### src/rtl/spi_sclk_pkg.sv
package spi_sclk_pkg;

  typedef enum logic [1:0] {
    EDGE_NONE  = 2'd0,
    EDGE_LEAD  = 2'd1,
    EDGE_TRAIL = 2'd2
  } edge_kind_e;

  // Decide which strobe a toggle produces, given the current level and idle level.
  function automatic edge_kind_e next_edge_kind(input logic level, input logic idle);
    return (level == idle) ? EDGE_LEAD : EDGE_TRAIL;
  endfunction

  // Cycles spent in one phase of the serial clock (for reference arithmetic).
  function automatic int unsigned half_cycles(input int unsigned pre, input int unsigned rate);
    return (pre / 2) * (rate + 1);
  endfunction

endpackage

### src/rtl/sclk_cfg_hold.sv
module sclk_cfg_hold #(
  parameter int PRE_W  = 8,
  parameter int RATE_W = 8,
  localparam int HALF_W = PRE_W - 1
) (
  input  logic              clk,
  input  logic              rst_n,
  input  logic              en_i,
  input  logic [PRE_W-1:0]  pre_i,
  input  logic [RATE_W-1:0] rate_i,
  input  logic              cpol_i,
  output logic [HALF_W-1:0] pre_half_o,
  output logic [RATE_W-1:0] rate_o,
  output logic              cpol_o,
  output logic              err_o
);
  logic [PRE_W-1:0]  pre_q;
  logic [RATE_W-1:0] rate_q;
  logic              cpol_q;

  // Config is taken in only while the divider is stopped.
  always_ff @(posedge clk or negedge rst_n) begin
    if (!rst_n) begin
      pre_q  <= PRE_W'(2);
      rate_q <= '0;
      cpol_q <= 1'b0;
    end else if (!en_i) begin
      pre_q  <= pre_i;
      rate_q <= rate_i;
      cpol_q <= cpol_i;
    end
  end

  // Dropping bit 0 and halving: the prescale stage counts half the even ratio.
  assign pre_half_o = pre_q[PRE_W-1:1];
  assign rate_o     = rate_q;
  assign cpol_o     = cpol_q;
  assign err_o      = (pre_half_o == '0);

  logic unused_lsb;
  assign unused_lsb = pre_q[0];
endmodule

### src/rtl/sclk_div_stage.sv
module sclk_div_stage #(
  parameter int CW = 8
) (
  input  logic          clk,
  input  logic          rst_n,
  input  logic          run_i,
  input  logic          step_i,
  input  logic [CW-1:0] limit_i,
  output logic          done_o
);
  logic [CW-1:0] cnt_q;
  logic          at_limit;

  assign at_limit = (cnt_q == limit_i);
  assign done_o   = run_i && step_i && at_limit;

  always_ff @(posedge clk or negedge rst_n) begin
    if (!rst_n) begin
      cnt_q <= '0;
    end else if (!run_i) begin
      cnt_q <= '0;
    end else if (step_i) begin
      cnt_q <= at_limit ? '0 : cnt_q + CW'(1);
    end
  end
endmodule

### src/rtl/sclk_edge_out.sv
module sclk_edge_out
  import spi_sclk_pkg::*;
(
  input  logic clk,
  input  logic rst_n,
  input  logic en_i,
  input  logic toggle_i,
  input  logic idle_next_i,
  input  logic idle_held_i,
  output logic sclk_o,
  output logic lead_o,
  output logic trail_o
);
  logic       sclk_q;
  edge_kind_e kind_w;

  assign kind_w = next_edge_kind(sclk_q, idle_held_i);

  always_ff @(posedge clk or negedge rst_n) begin
    if (!rst_n) begin
      sclk_q  <= 1'b0;
      lead_o  <= 1'b0;
      trail_o <= 1'b0;
    end else if (!en_i) begin
      sclk_q  <= idle_next_i;
      lead_o  <= 1'b0;
      trail_o <= 1'b0;
    end else if (toggle_i) begin
      sclk_q  <= ~sclk_q;
      lead_o  <= (kind_w == EDGE_LEAD);
      trail_o <= (kind_w == EDGE_TRAIL);
    end else begin
      lead_o  <= 1'b0;
      trail_o <= 1'b0;
    end
  end

  assign sclk_o = sclk_q;
endmodule

### src/rtl/spi_sclk_gen.sv
module spi_sclk_gen #(
  parameter int PRE_W  = 8,
  parameter int RATE_W = 8,
  localparam int HALF_W = PRE_W - 1
) (
  input  logic              clk,
  input  logic              rst_n,
  input  logic              en_i,
  input  logic [PRE_W-1:0]  prescale_i,
  input  logic [RATE_W-1:0] rate_i,
  input  logic              cpol_i,
  output logic              sclk_o,
  output logic              lead_o,
  output logic              trail_o,
  output logic              cfg_err_o
);
  logic [HALF_W-1:0] pre_half_w;
  logic [RATE_W-1:0] rate_w;
  logic              cpol_q;
  logic              run_w;
  logic              tick_w;
  logic              toggle_w;

  sclk_cfg_hold #(.PRE_W(PRE_W), .RATE_W(RATE_W)) cfg_i (
    .clk(clk), .rst_n(rst_n), .en_i(en_i),
    .pre_i(prescale_i), .rate_i(rate_i), .cpol_i(cpol_i),
    .pre_half_o(pre_half_w), .rate_o(rate_w), .cpol_o(cpol_q), .err_o(cfg_err_o)
  );

  assign run_w = en_i && !cfg_err_o;

  // First stage: one tick every P/2 system clocks.
  sclk_div_stage #(.CW(HALF_W)) pre_stage_i (
    .clk(clk), .rst_n(rst_n), .run_i(run_w), .step_i(1'b1),
    .limit_i(pre_half_w - HALF_W'(1)), .done_o(tick_w)
  );

  // Second stage: toggle every (S + 1) ticks.
  sclk_div_stage #(.CW(RATE_W)) rate_stage_i (
    .clk(clk), .rst_n(rst_n), .run_i(run_w), .step_i(tick_w),
    .limit_i(rate_w), .done_o(toggle_w)
  );

  sclk_edge_out edge_i (
    .clk(clk), .rst_n(rst_n), .en_i(en_i), .toggle_i(toggle_w),
    .idle_next_i(cpol_i), .idle_held_i(cpol_q),
    .sclk_o(sclk_o), .lead_o(lead_o), .trail_o(trail_o)
  );
endmodule

### config.mk
export PLATFORM = sky130hd
export DESIGN_NAME = spi_sclk_gen
export DESIGN_NICKNAME = d
export VERILOG_FILES = /design/src/rtl/spi_sclk_pkg.sv /design/src/rtl/sclk_cfg_hold.sv /design/src/rtl/sclk_div_stage.sv /design/src/rtl/sclk_edge_out.sv /design/src/rtl/spi_sclk_gen.sv
export SDC_FILE = /design/constraint.sdc
export NUM_CORES = 1
export LEC_CHECK = 0
export BUFFER_PORTS_ARGS = -buffer_cell sky130_fd_sc_hd__clkbuf_2
export CAP_MARGIN = 20
export CORE_AREA = 2 2 62 64
export CTS_CLUSTER_DIAMETER = 150
export DETAILED_ROUTE_END_ITERATION = 7
export DIE_AREA = 0 0 64 66
export PLACE_DENSITY_LB_ADDON = 0.25
export SYNTH_ARGS = -nofsm -noshare
export SYNTH_HDL_FRONTEND = slang
export SYNTH_SLANG_ARGS = --single-unit
export TNS_END_PERCENT = 30
### constraint.sdc
create_clock -name clk -period 4.3 [get_ports clk]
set_input_delay 0.43 -clock clk [delete_from_list [all_inputs] [get_ports clk]]
set_output_delay 0.43 -clock clk [all_outputs]
set_load 0.02 [all_outputs]
==> impl_metrics.toml <==
[grt]
grt_overflow = 0
grt_usage_pct = 18.7
grt_pass1_wl_microns = 5980
grt_max_degree = 35
antenna_found_initial = 0
met3_usage_pct = 3.58
grt_pass1_vias = 1404
busiest_layer = "met2"
grtUsageMet1_pct = 20.2
grtUsageMet2_pct = 34.1

[timing]
clock_skew_ns = 0.00846
fin_tns_setup_ns = 0
rsz0062_at_grt = "false"
relSlewSlack_pct = 28.3
setup_viol = 0
period_minus_slack_ns = 2.50
finalHoldViolations = 0
final_max_slew_viol_count = 0
max_freq_mhz = 400
hold_ws_ns = 0.164
worst_pin_slew_ns = 1.07
fin_crit_sh_pct = 58.2

[cts]
post_cts_buffers = 0
cts_buffers = 5
cts-root-buf = "clkbuf_4"
cts_num_sinks = 34
insertion_delay_ns = 0.34
path_clk_slew_ns = 0.10
hold_buffers = 0
clock_path_buffers = 2
cts_tree = "built"
cts.repair.resized = 0
htree_levels = 2

[yosys]
syn_area_sq_um = 1860
yosysWarnings = 0
synth_area_leaders = "dfrtp_1 (44%), mux2_2 (9.1%), xor2_1 (8.0%)"
async_flop_share_pct = 100
synth_nets = 192
ys_ff_latch = 34
synth_cell_types = 40
netlist_instances = 168
avgSynthCellArea_sq_um = 11.1
ys.flop_type = "dfrtp_1"
synth_top_area_cell = "dfrtp_1"
synth.top_cell.area_share_pct = 44.4
synth.yosys.seq_area_share_pct = 45.8
yosysMostFrequentCell = "dfrtp_1"
synth_edf_count = 0
synthTopCellsByCount = "dfrtp_1 (33), xor2_1 (17), mux2_2 (15), nor3_1 (15), nand2_1 (13)"

[layout]
area.growth.synth_to_final_pct = 10.3
drive_gt1_share_pct = 27.7
n_antenna_cell = 0
multi_input_area_sq_um = 956
n_fill_cell = 295
seqCellArea_sq_um = 852
fin_nets = 214

[worst_setup_path]
start_kind = "flip-flop"
crit_type = "flip-flop to flip-flop"
cp_num_buf_inv = 1
endpoint_kind = "flip-flop"
max_stage_delay_ns = 0.71
r2r_start = "cfg_i.pre_q[1]$_DFFE_PN1N_"
cp.required_ns = 4.57
worstPathCellList = "inv_1 > ha_1 > xor2_1 > o2111ai_2 > nor4b_2 > o2bb2ai_1"
critical-path-top-delay-family = "simple AND/OR/NAND/NOR gates"
crit_start = "cfg_i.pre_q[1]$_DFFE_PN1N_"
cpMaxStageDelayCell = "nor4b_2"
worstSetupPathDepth = 6
ff2ff_path_depth = 6
path_max_fanout = 12
critPathArrivalTime_ns = 2.77

[die]
io_pins = 24
dieArea_sq_um = 4220
start_util_pct = 52.4
design.core.area_sq_um = 3550
die_x_microns = 64
die_y_microns = 66
rows = 22

[placed_design]
hpwl_microns = 2540
gp_congestion = 0.858
io_buffers = 22

[pwr]
ir_drop_uv = 213
power.leakage_nw = 0.897
power_mw = 0.642
p_per_area_nw_per_um2 = 313

[routing]
routed_via_density = 5.67
routed_wirelength_microns = 3490
drtAntennaViolNets = 0
drt_iter0_markers = 37
route.detailed.drc = 0
drtPass1Iterations = 4
wl_per_cell_microns = 14.6
dr_total_vias = 1356

[min_path]
hold_path_class = "input port to asynchronous set/reset pin"

[status]
status = "completed"

[flow_run]
max-cap-violations = 0
-- power by group --
part           switching, mW  internal (mW)
Combinational         0.0576         0.0434
Sequential            0.0191          0.339
Clock                  0.104         0.0791
-- stage by stage --
stage,worst slack (ns),utilization [%],instance area (sq um),cells
6_report,1.80,57.8,2050,239
5_1_grt,1.65,57.8,2050,239
4_1_cts,1.80,57.8,2050,239
3_5_place_dp,1.86,56.1,1990,231
3_3_place_gp,1.94,56.1,1990,231
2_1_floorplan,2.27,-,1860,168
-- worst paths after layout --
check,end,slack (ns)
max,rate_stage_i.cnt_q[4]$_DFFE_PN0P_,1.80
min,cfg_i.rate_o[7]$_DFFE_PN0N_,0.16
max reg2reg,rate_stage_i.cnt_q[4]$_DFFE_PN0P_,1.80
min reg2reg,cfg_i.cpol_o$_DFFE_PN0N_,0.50
max in group asynchronous,cfg_i.pre_q[5]$_DFFE_PN0N_,3.61
min in group clk,cfg_i.rate_o[7]$_DFFE_PN0N_,0.31
-- sequential cells by signal, summed over array words and instances (netlist names) --
signal,cells
edge_i.trail_o,1
pre_stage_i.cnt_q,7
cfg_i.cpol_o,1
cfg_i.rate_o,8
cfg_i.pre_q,7
edge_i.lead_o,1
edge_i.sclk_o,1
rate_stage_i.cnt_q,8
-- per-layer routing --
| metal | up-vias | part of all wire (%) |
|---|---|---|
| met3 | 7 | 3.1 |
| met5 | - | 0 |
| met2 | 25 | 53 |
| li1 | 655 | - |
| met4 | 0 | 2.1 |
| met1 | 669 | 41 |
-- cell type report --
cell class              instances  share of cell area, %
clock inverters                 1                  0.244
clock buffers                   7                   2.68
well taps                      48                   2.93
inverters                       4                  0.731
repair buffers                 22                   5.36
flip-flops and latches         34                   41.5
multi-input cells             123                   46.6
-- kinds of logic (layout without fill, tap and decap cells) --
logic type | count (synthesis) | after routing | synth area share [%]
AOI/OAI and AO/OA | 21 | 21 | 10.2
muxes | 15 | 15 | 9.07
and+or+nand+nor | 59 | 59 | 18.1
xor gates and xnor gates | 24 | 24 | 11.3
buffers and inverters | 11 | 34 | 2.89
DFF | 34 | 34 | 45.8
adders and majority gates | 4 | 4 | 2.69
-- cells in the final DEF (no fill, tap or decap) --
cell	synthesis	layout
a2111o_1	2	2
a2111oi_0	4	4
a21boi_0	1	1
a21oi_1	2	2
a31oi_2	1	1
a32o_1	2	2
and2_1	2	2
and3_1	3	3
and3b_1	1	1
clkbuf_1	3	1
clkbuf_2	0	22
clkbuf_4	0	5
clkbuf_8	0	1
clkinv_2	0	1
dfrtp_1	33	33
dfstp_2	1	1
ha_1	4	4
inv_1	4	4
mux2_2	15	15
nand2_1	13	13
nand2b_1	2	2
nand3_1	6	6
nand3b_1	1	1
nor2_1	6	6
nor3_1	15	15
nor3_4	1	1
nor3b_1	1	1
nor4_1	1	1
nor4_2	2	2
nor4b_2	1	1
o2111ai_2	1	1
o211ai_1	1	1
o2bb2ai_1	5	5
o31ai_1	1	1
o41ai_1	1	1
or2_2	2	2
or4_1	1	1
or4b_1	1	1
xnor2_1	7	7
xor2_1	17	17
Power figures use the tool's default switching activity.
